## src/rtl/pulse_voice_pkg.sv

```systemverilog
package pulse_voice_pkg;

   typedef struct packed {
      logic [1:0] duty;
      logic       loop_halt;
      logic       const_vol;
      logic [3:0] vol;
   } voice_ctl_t;

   typedef struct packed {
      logic       enable;
      logic [2:0] rate;
      logic       negate;
      logic [2:0] shift;
   } sweep_cfg_t;

   function automatic logic duty_bit(input logic [1:0] duty, input logic [2:0] step);
      logic [7:0] pat;
      case (duty)
         2'd0:    pat = 8'b0100_0000;
         2'd1:    pat = 8'b0110_0000;
         2'd2:    pat = 8'b0111_1000;
         default: pat = 8'b1001_1111;
      endcase
      return pat[3'd7 - step];
   endfunction

   function automatic logic [7:0] dur_lookup(input logic [4:0] idx);
      logic [7:0] v;
      if (idx[0]) begin
         v = (idx[4:1] == 4'd0) ? 8'd254 : {3'b000, idx[4:1], 1'b0};
      end else begin
         case (idx[4:1])
            4'd0:  v = 8'd10;
            4'd1:  v = 8'd20;
            4'd2:  v = 8'd40;
            4'd3:  v = 8'd80;
            4'd4:  v = 8'd160;
            4'd5:  v = 8'd60;
            4'd6:  v = 8'd14;
            4'd7:  v = 8'd26;
            4'd8:  v = 8'd12;
            4'd9:  v = 8'd24;
            4'd10: v = 8'd48;
            4'd11: v = 8'd96;
            4'd12: v = 8'd192;
            4'd13: v = 8'd72;
            4'd14: v = 8'd16;
            default: v = 8'd32;
         endcase
      end
      return v;
   endfunction

endpackage

```

## src/rtl/pulse_voice_tone.sv

```systemverilog
module pulse_voice_tone #(
   parameter int PERIOD_W = 11,
   parameter int STEP_W   = 3
) (
   input  logic                clk,
   input  logic                rst_n,
   input  logic                tick,
   input  logic                restart,
   input  logic [PERIOD_W-1:0] period,
   input  logic [1:0]          duty,
   output logic [STEP_W-1:0]   step,
   output logic                wave
);
   import pulse_voice_pkg::*;

   logic [PERIOD_W-1:0] cnt_q;
   logic                half_q;
   logic [STEP_W-1:0]   step_q;

   if (STEP_W != 3) begin : g_bad_step
      $error("pulse_voice_tone: duty patterns have exactly 8 steps");
   end

   always_ff @(posedge clk) begin
      if (!rst_n) begin
         cnt_q  <= '0;
         half_q <= 1'b0;
         step_q <= '0;
      end else begin
         if (tick) begin
            if (cnt_q == '0) begin
               cnt_q  <= period;
               half_q <= ~half_q;
               if (half_q) step_q <= step_q + 1'b1;
            end else begin
               cnt_q <= cnt_q - 1'b1;
            end
         end
         if (restart) step_q <= '0;
      end
   end

   assign step = step_q;
   assign wave = duty_bit(duty, step_q);

endmodule

```

## src/rtl/pulse_voice_env.sv

```systemverilog
module pulse_voice_env #(
   parameter int LEVEL_W = 4
) (
   input  logic               clk,
   input  logic               rst_n,
   input  logic               qtr,
   input  logic               arm,
   input  logic               loop_en,
   input  logic               const_vol,
   input  logic [LEVEL_W-1:0] n_val,
   output logic [LEVEL_W-1:0] volume
);
   localparam logic [LEVEL_W-1:0] TOP = '1;

   logic               armed_q;
   logic [LEVEL_W-1:0] div_q;
   logic [LEVEL_W-1:0] lvl_q;

   always_ff @(posedge clk) begin
      if (!rst_n) begin
         armed_q <= 1'b0;
         div_q   <= '0;
         lvl_q   <= '0;
      end else begin
         if (qtr) begin
            if (armed_q) begin
               lvl_q <= TOP;
               div_q <= n_val;
            end else if (div_q == '0) begin
               div_q <= n_val;
               if (lvl_q != '0)  lvl_q <= lvl_q - 1'b1;
               else if (loop_en) lvl_q <= TOP;
            end else begin
               div_q <= div_q - 1'b1;
            end
         end
         if (arm)      armed_q <= 1'b1;
         else if (qtr) armed_q <= 1'b0;
      end
   end

   assign volume = const_vol ? n_val : lvl_q;

endmodule

```

## src/rtl/pulse_voice_sweep.sv

```systemverilog
module pulse_voice_sweep #(
   parameter int PERIOD_W   = 11,
   parameter int MUTE_BELOW = 8,
   parameter bit NEG_TWOS   = 1'b0
) (
   input  logic                          clk,
   input  logic                          rst_n,
   input  logic                          half,
   input  logic                          cfg_wr,
   input  pulse_voice_pkg::sweep_cfg_t   cfg,
   input  logic [PERIOD_W-1:0]           period,
   output logic                          mute,
   output logic                          update,
   output logic [PERIOD_W-1:0]           target
);
   logic [PERIOD_W-1:0] shifted;
   logic [PERIOD_W:0]   sum;
   logic [PERIOD_W:0]   dec;
   logic [PERIOD_W-1:0] lowered;
   logic [2:0]          div_q;
   logic                reload_q;
   logic                fire;

   assign shifted = period >> cfg.shift;
   assign sum     = {1'b0, period} + {1'b0, shifted};

   if (NEG_TWOS) begin : g_twos
      assign dec = {1'b0, shifted};
   end else begin : g_ones
      assign dec = {1'b0, shifted} + 1'b1;
   end

   always_comb begin
      if ({1'b0, period} >= dec) lowered = period - dec[PERIOD_W-1:0];
      else                       lowered = '0;
   end

   assign target = cfg.negate ? lowered : sum[PERIOD_W-1:0];
   assign mute   = (period < PERIOD_W'(MUTE_BELOW)) || (!cfg.negate && sum[PERIOD_W]);
   assign fire   = half && (div_q == 3'd0);
   assign update = fire && cfg.enable && (cfg.shift != 3'd0) && !mute;

   always_ff @(posedge clk) begin
      if (!rst_n) begin
         div_q    <= 3'd0;
         reload_q <= 1'b0;
      end else begin
         if (half) begin
            if (fire || reload_q) div_q <= cfg.rate;
            else                  div_q <= div_q - 1'b1;
         end
         if (cfg_wr)    reload_q <= 1'b1;
         else if (half) reload_q <= 1'b0;
      end
   end

endmodule

```

## src/rtl/pulse_voice_dur.sv

```systemverilog
module pulse_voice_dur #(
   parameter int IDX_W = 5,
   parameter int CNT_W = 8
) (
   input  logic             clk,
   input  logic             rst_n,
   input  logic             enable,
   input  logic             load,
   input  logic [IDX_W-1:0] idx,
   input  logic             half,
   input  logic             halt,
   output logic             active
);
   import pulse_voice_pkg::*;

   logic [CNT_W-1:0] cnt_q;

   if (IDX_W != 5 || CNT_W != 8) begin : g_bad_dur
      $error("pulse_voice_dur: table is 32 entries of 8 bits");
   end

   always_ff @(posedge clk) begin
      if (!rst_n) begin
         cnt_q <= '0;
      end else if (!enable) begin
         cnt_q <= '0;
      end else if (load) begin
         cnt_q <= dur_lookup(idx);
      end else if (half && !halt && cnt_q != '0) begin
         cnt_q <= cnt_q - 1'b1;
      end
   end

   assign active = (cnt_q != '0);

endmodule

```

## src/rtl/pulse_voice.sv

```systemverilog
module pulse_voice #(
   parameter int PERIOD_W   = 11,
   parameter int LEVEL_W    = 4,
   parameter int MUTE_BELOW = 8,
   parameter bit NEG_TWOS   = 1'b0
) (
   input  logic               clk,
   input  logic               rst_n,
   input  logic               cpu_tick,
   input  logic               qtr_pulse,
   input  logic               half_pulse,
   input  logic               chan_en,
   input  logic               wr_en,
   input  logic [1:0]         wr_addr,
   input  logic [7:0]         wr_data,
   output logic [LEVEL_W-1:0] level_out,
   output logic               len_active
);
   import pulse_voice_pkg::*;

   localparam int HI_W = PERIOD_W - 8;

   if (PERIOD_W < 9 || PERIOD_W > 11) begin : g_bad_period
      $error("pulse_voice: PERIOD_W must lie in 9..11");
   end
   if (LEVEL_W != 4) begin : g_bad_level
      $error("pulse_voice: control register holds a 4-bit level");
   end

   voice_ctl_t          ctl_q;
   sweep_cfg_t          swp_q;
   logic [PERIOD_W-1:0] period_q;
   logic                wr_ctl, wr_swp, wr_lo, wr_hi;
   logic [2:0]          seq_step;
   logic                wave;
   logic [LEVEL_W-1:0]  volume;
   logic                mute, sw_update;
   logic [PERIOD_W-1:0] sw_target;
   logic                dur_active;

   assign wr_ctl = wr_en && (wr_addr == 2'd0);
   assign wr_swp = wr_en && (wr_addr == 2'd1);
   assign wr_lo  = wr_en && (wr_addr == 2'd2);
   assign wr_hi  = wr_en && (wr_addr == 2'd3);

   always_ff @(posedge clk) begin
      if (!rst_n) begin
         ctl_q    <= '0;
         swp_q    <= '0;
         period_q <= '0;
      end else begin
         if (wr_ctl) ctl_q <= voice_ctl_t'(wr_data);
         if (wr_swp) swp_q <= sweep_cfg_t'(wr_data);
         if (wr_lo || wr_hi) begin
            if (wr_lo) period_q[7:0]          <= wr_data;
            if (wr_hi) period_q[PERIOD_W-1:8] <= wr_data[HI_W-1:0];
         end else if (sw_update) begin
            period_q <= sw_target;
         end
      end
   end

   pulse_voice_tone #(.PERIOD_W(PERIOD_W), .STEP_W(3)) u_tone (
      .clk(clk), .rst_n(rst_n), .tick(cpu_tick), .restart(wr_hi),
      .period(period_q), .duty(ctl_q.duty), .step(seq_step), .wave(wave)
   );

   pulse_voice_env #(.LEVEL_W(LEVEL_W)) u_env (
      .clk(clk), .rst_n(rst_n), .qtr(qtr_pulse), .arm(wr_hi),
      .loop_en(ctl_q.loop_halt), .const_vol(ctl_q.const_vol),
      .n_val(ctl_q.vol), .volume(volume)
   );

   pulse_voice_sweep #(.PERIOD_W(PERIOD_W), .MUTE_BELOW(MUTE_BELOW), .NEG_TWOS(NEG_TWOS)) u_sweep (
      .clk(clk), .rst_n(rst_n), .half(half_pulse), .cfg_wr(wr_swp), .cfg(swp_q),
      .period(period_q), .mute(mute), .update(sw_update), .target(sw_target)
   );

   pulse_voice_dur #(.IDX_W(5), .CNT_W(8)) u_dur (
      .clk(clk), .rst_n(rst_n), .enable(chan_en), .load(wr_hi),
      .idx(wr_data[7:3]), .half(half_pulse), .halt(ctl_q.loop_halt),
      .active(dur_active)
   );

   assign level_out  = (wave && dur_active && !mute) ? volume : '0;
   assign len_active = dur_active;

endmodule

```

## config.mk

```make
export PLATFORM = sky130hd
export DESIGN_NAME = pulse_voice
export DESIGN_NICKNAME = d
export VERILOG_FILES = /design/src/rtl/pulse_voice_pkg.sv /design/src/rtl/pulse_voice_tone.sv /design/src/rtl/pulse_voice_env.sv /design/src/rtl/pulse_voice_sweep.sv /design/src/rtl/pulse_voice_dur.sv /design/src/rtl/pulse_voice.sv
export SDC_FILE = /design/constraint.sdc
export NUM_CORES = 1
export LEC_CHECK = 0
export BUFFER_PORTS_ARGS = -buffer_cell sky130_fd_sc_hd__buf_2
export CORE_AREA = 4 4 129 131
export CTS_BUF_LIST = sky130_fd_sc_hd__clkbuf_4
export DETAILED_ROUTE_END_ITERATION = 16
export DIE_AREA = 0 0 133 135
export SKIP_CTS_REPAIR_TIMING = 1
export SYNTH_ARGS = -nofsm -noshare
export SYNTH_HDL_FRONTEND = slang
export SYNTH_SLANG_ARGS = --single-unit
```

## constraint.sdc

```tcl
create_clock -name clk -period 10.9 [get_ports clk]
set_clock_uncertainty 0.05 [all_clocks]
set_input_delay 0.545 -clock clk [delete_from_list [all_inputs] [get_ports clk]]
set_output_delay 0.545 -clock clk [all_outputs]
set_load 0.005 [all_outputs]
```

# Yosys cells after proc, flatten, opt, wreduce, memory -nomap -nowiden
# Memories as Yosys holds them, arrays and structs flattened.
# Index checks and enable logic that the tools add are counted.
# W data, S select, Z words.
# totals
romBits	112
inputBits	17
ff_bits	63
memories	1
# op_classes
n_lt_le_gt_ge	3
bitwise	2
addsub	10
n_shift	1
eq_ne	7
n_reduce_logical	41
mux	27
# memory_table
name	words	width	read_ports	rd_clocked_by_memory_dff	write_ports	line	source
(no name shown)	16	7	1	0	0	pulse_voice_pkg.sv:33	case (idx[4:1])
# ops
cell	n
$mux W11	5
$mux W8	5
$mux W4	8
$pmux W8 S3	1
$logic_and A1 B1 Y1	13
$add A11 B1 Y12 const B	1
$add A11 B11 Y12	1
$ge A11 B12 Y1	1
$logic_not A11 Y1	1
$lt A11 B4 Y1 const B	1
$shr A11 B3 Y11	1
$sub A11 B1 Y11 const B	1
$sub A11 B11 Y11	1
$reduce_bool A2 Y1	5
$logic_not A4 Y1	2
$reduce_and A2 Y1	4
$reduce_bool A8 Y1	1
$sub A4 B1 Y4 const B	2
$sub A8 B1 Y8 const B	1
$eq A2 B2 Y1 const B	3
$mux W3	2
$reduce_and A3 Y1	2
$reduce_bool A3 Y1	2
$mux W1	5
14 further kinds	22

# Longest topological paths before layout
# depth
ltp_word	8
depth_mapped	18

# By module
# A second synthesis with hierarchy kept.
# hier_totals
hier_cells	625
area_unflattened_um2	5398.9
# by_module_without_submodules
mod	instances	cells_each	area_per_inst_um2	seq_area_each_um2
pulse_voice_sweep	1	236	1853.0	80.1
pulse_voice	1	114	1227.4	540.5
pulse_voice_tone	1	112	943.4	300.3
pulse_voice_dur	1	95	774.5	160.2
pulse_voice_env	1	68	600.6	180.2

# Worst setup path after synthesis
# OpenSTA, ideal clock, no wires.
# synth_timing
path_type	register to register
startpoint	register swp_q[0] (netlist bit)
endpoint	register period_q[10]
n_path_buf	1
stages_incl_launch_ff	14
slack_ps	7188
arrival_ps	3545
cell_sequence	dfxtp_1 -> buf_6 -> mux4_2 -> o21ai_0 -> inv_1 -> ha_1 -> fa_1 -> nand2b_1 -> a2111oi_0 -> o21ai_0 -> nand2_1 -> o311ai_0 -> a221o_1 -> a32o_1
# synth_between
elab_chain_cells	8
elab_cells_between_ends	17
# synth_lines
item	line	source
start: declaration	pulse_voice.sv:31	sweep_cfg_t swp_q;
start signal: assignment	pulse_voice.sv:53	if (wr_swp) swp_q <= sweep_cfg_t'(wr_data);
branches (longest 8 deep; another with $add A11 B1 Y12)	-	
end signal: indexed assignment	pulse_voice.sv:56	if (wr_hi) period_q[PERIOD_W-1:8] <= wr_data[HI_W-1:0];
end signal: assignment	pulse_voice.sv:58	period_q <= sw_target;
end: declaration	pulse_voice.sv:32	logic [PERIOD_W-1:0] period_q;
# Several ways; the timed one is not identified. The select of a mux whose other input is x is not followed.
# A chain may end at the register's enable or synchronous reset.

# Worst setup path in the final report
# layout_timing
startpoint	register swp_q[0] (netlist bit)
endpoint	output port level_out[2]
# layout_between
elab_chain_cells	7
# layout_lines
item	line	source
$shr A11 B3 Y11	pulse_voice_sweep.sv:24	assign shifted = period >> cfg.shift;
$add A11 B11 Y12	pulse_voice_sweep.sv:25	assign sum = {1'b0, period} + {1'b0, shifted};
$logic_and A1 B1 Y1	pulse_voice_sweep.sv:39	assign mute = (period < PERIOD_W'(MUTE_BELOW)) || (!cfg.negate && sum[PERIOD_W]);
$logic_or A1 B1 Y1	pulse_voice_sweep.sv:39	
$logic_not A1 Y1	pulse_voice.sv:85	assign level_out = (wave && dur_active && !mute) ? volume : '0;
$logic_and A1 B1 Y1	pulse_voice.sv:85	
$mux W4	pulse_voice.sv:85	
end: declaration	pulse_voice.sv:16	output logic [LEVEL_W-1:0] level_out,
# Every way passes these cells.

==> impl_metrics.yaml <==
drt:
  wl_mm: 13.7
  dr_total_vias: 4757
  drtPass1Iterations: 5
  dr.first_iter.drc_count: 309
  final_antenna_net_count: 0
  wire_per_inst_um: 15.4
  viasPerCell: 5.34
  drcViolationCount: 0
global_routing:
  grt_pass1_vias: 4381
  overflow: 0
  track_usage_pct: 15.5
  grt_antenna_before_repair: 1
  grt_pass1_wl_mm: 22.5
  grt_max_degree: 63
synth:
  yosys-top-cells-area: "dfxtp_1 (24%), ha_1 (9.0%), mux2i_1 (5.9%)"
  yosysSeqAreaShare_pct: 23.8
  syn_area_um2: 5300
  synthCells: 666
  ys_warn_count: 0
  async_flop_share_pct: 0
  synth_cell_type_count: 73
  yosysMostFrequentCell: "dfxtp_1"
  yosysTopAreaCell: "dfxtp_1"
  syn_nets: 723
  synth_edf_count: 0
  synth_top_area_share_pct: 23.8
  yosys_register_bits: 63
  synthFlopType: "dfxtp_1"
  avgSynthCellArea_um2: 7.96
  synth.top_cells.by_count: "dfxtp_1 (63), nor2_1 (57), nand2_1 (50)"
timing:
  setup_viol: 0
  relSlewSlack_pct: 44.8
  drv_slew: 0
  layout_min_cycle_time_ns: 5.13
  hold_viol_final: 0
  min_period_over_period_pct: 47.0
  clock.fmax_ghz: 0.195
  tightest_slew_ns: 0.821
  rsz0062_at_grt: "false"
  tns_ns: 0
pwr:
  power.internal_uw: 492
  swShare_pct: 38.2
  pwr-share-seq_pct: 36.9
  p_switching_uw: 304
  p_leak_uw: 0.00224
  p_clk_share_pct: 23.9
  p_per_area_nw_per_um2: 140
  p_comb_share_pct: 39.2
  vdd_drop_max_mv: 0.0921
finish:
  register_area_um2: 1260
  postLayoutCellArea_um2: 5700
  multi_input_area_um2: 3750
  fin_nets: 725
  final_layout_size_suffix_gt1_share_pct: 9.81
  synthToLayoutAreaGrowth_pct: 7.53
  fillers: 1646
hold_path:
  min_delay_path_depth: 3
  holdCritStartpoint: "wr_data[2]"
  hold_end: "ctl_q[2]"
  min_path_type: "input port to flip-flop"
floorplan:
  dieWidth_um: 133
  io_pins: 22
  core_area_um2: 15600
  die_height_um: 135
  start_util_pct: 34.0
  die_area_um2: 18000
  rows: 46
critical_path:
  cp_max_fo: 16
  end_kind: "primary output"
  r2r_start: "swp_q[0]"
  reg2reg_depth: 15
  startpoint_type: "flip-flop"
  worstPathRequired_ns: 10.31
  worstPathArrival_ns: 4.53
  r2r_slack_ns: 6.17
  crit_type: "flip-flop to primary output"
  r2r-end: "period_q[10]"
placed_design:
  port_buffers: 21
  placed_area_um2: 5540
  hpwl_mm: 10.0
  place.gp.congestion: 0.925
clock_network:
  cts.htree.levels: 3
  clock_latency_ns: 0.46
  cts_tree: "built"
  clock_path_buffers: 2
  cts_made_buffers: 9
  clk_pin_slew_worst_paths_ns: 0.11
  ctsRootBufferMaster: "clkbuf_4"
  cts_sinks: 63
job:
  drv_cap: 0
run_status:
  status: "finished clean"
-- cells in the final DEF (no fill, tap or decap), drive strengths merged, types with 13 or more instances in the layout --
cell,count
inv,34
nand3,13
nand2b,15
nor2,57
o21ai,45
xnor2,23
nand2,50
nor2b,34
buf,24
mux2i,31
dfxtp,63
a21oi,41
ha,38
nor3,16
-- flip-flops by register name (all words and copies together), names as in the netlist, 3 cells and up --
| signal | flops |
|---|---|
| period_q | 11 |
| u_tone.cnt_q | 11 |
| ctl_q | 8 |
| swp_q | 8 |
| u_dur.cnt_q | 8 |
| u_env.div_q | 4 |
| u_env.lvl_q | 4 |
| u_sweep.div_q | 3 |
| u_tone.step | 3 |
-- layer usage --
layer	up-vias	track usage, %	wire length (um)
met5	-	0	0
met4	0	6.93	403
met2	109	24.5	6100
met3	34	3.35	664
li1	2424	-	-
met1	2190	20.4	6550
-- power by group through the flow --
stage                     clock [uW]  combinational (uW)  sequential (uW)
after CTS                        196                 313              293
final                            190                 312              294
after global placement             0                 310              298
after floorplan                    0                 253              288
after global routing             207                 359              300
after detailed placement           0                 311              298
-- worst max-delay path, stage by stage (launching register included) --
cell and delay, ns:
dfxtp_1 0.82, mux4_2 0.64, o21ai_0 0.47, inv_1 0.16
ha_1 0.32, a211oi_1 0.34, o21ai_0 0.19, a21oi_1 0.33
o21ai_0 0.17, a21oi_1 0.16, o211ai_1 0.20, nor2_1 0.17
buf_2 0.13
-- kinds of logic (layout without fill, tap and decap cells) --
kind of cell	Yosys count	in the layout	share of synthesized area [%]
muxes	40	40	8.83
xor gates and xnor gates	32	32	5.29
adders and majority gates	40	40	9.73
buffers and inverters	68	75	5.43
other	0	1	0
and+or+nand+nor	244	244	23.9
DFF	63	63	23.8
AOI/OAI and AO/OA	179	179	23.0
-- how the worst max path moves through the flow --
stage | start | end | cells after the start | slack [ns]
floorplan | swp_q[0] | period_q[10] | 13 | 7.19
global placement | swp_q[0] | period_q[10] | 15 | 6.40
detailed placement | swp_q[0] | period_q[10] | 15 | 6.26
CTS | swp_q[0] | level_out[2] | 12 | 5.77
global route | swp_q[0] | level_out[2] | 12 | 5.32
finish | swp_q[0] | level_out[2] | 12 | 5.77
-- through the flow --
stage	total power [uW]	worst slack, ns	utilization [%]	instances	hold WS [ns]
finish	796	5.77	36.5	890	0.369
CTS	803	5.77	36.5	889	0.342
floorplan	541	7.19	-	666	0.377
global route	866	5.32	36.5	890	0.359
global placement	608	6.40	35.5	873	0.386
detailed placement	609	6.26	35.5	873	0.396
-- final cells by class --
type	count	area share, %
repair buffers	24	2.24
inverters	35	2.31
diodes	1	0.0439
flip-flops and latches	63	22.1
well taps	216	4.74
multi-input cells	535	65.8
clock inverters	5	1.27
clock buffers	11	1.45
No activity file was read; power rests on OpenSTA's default activity.
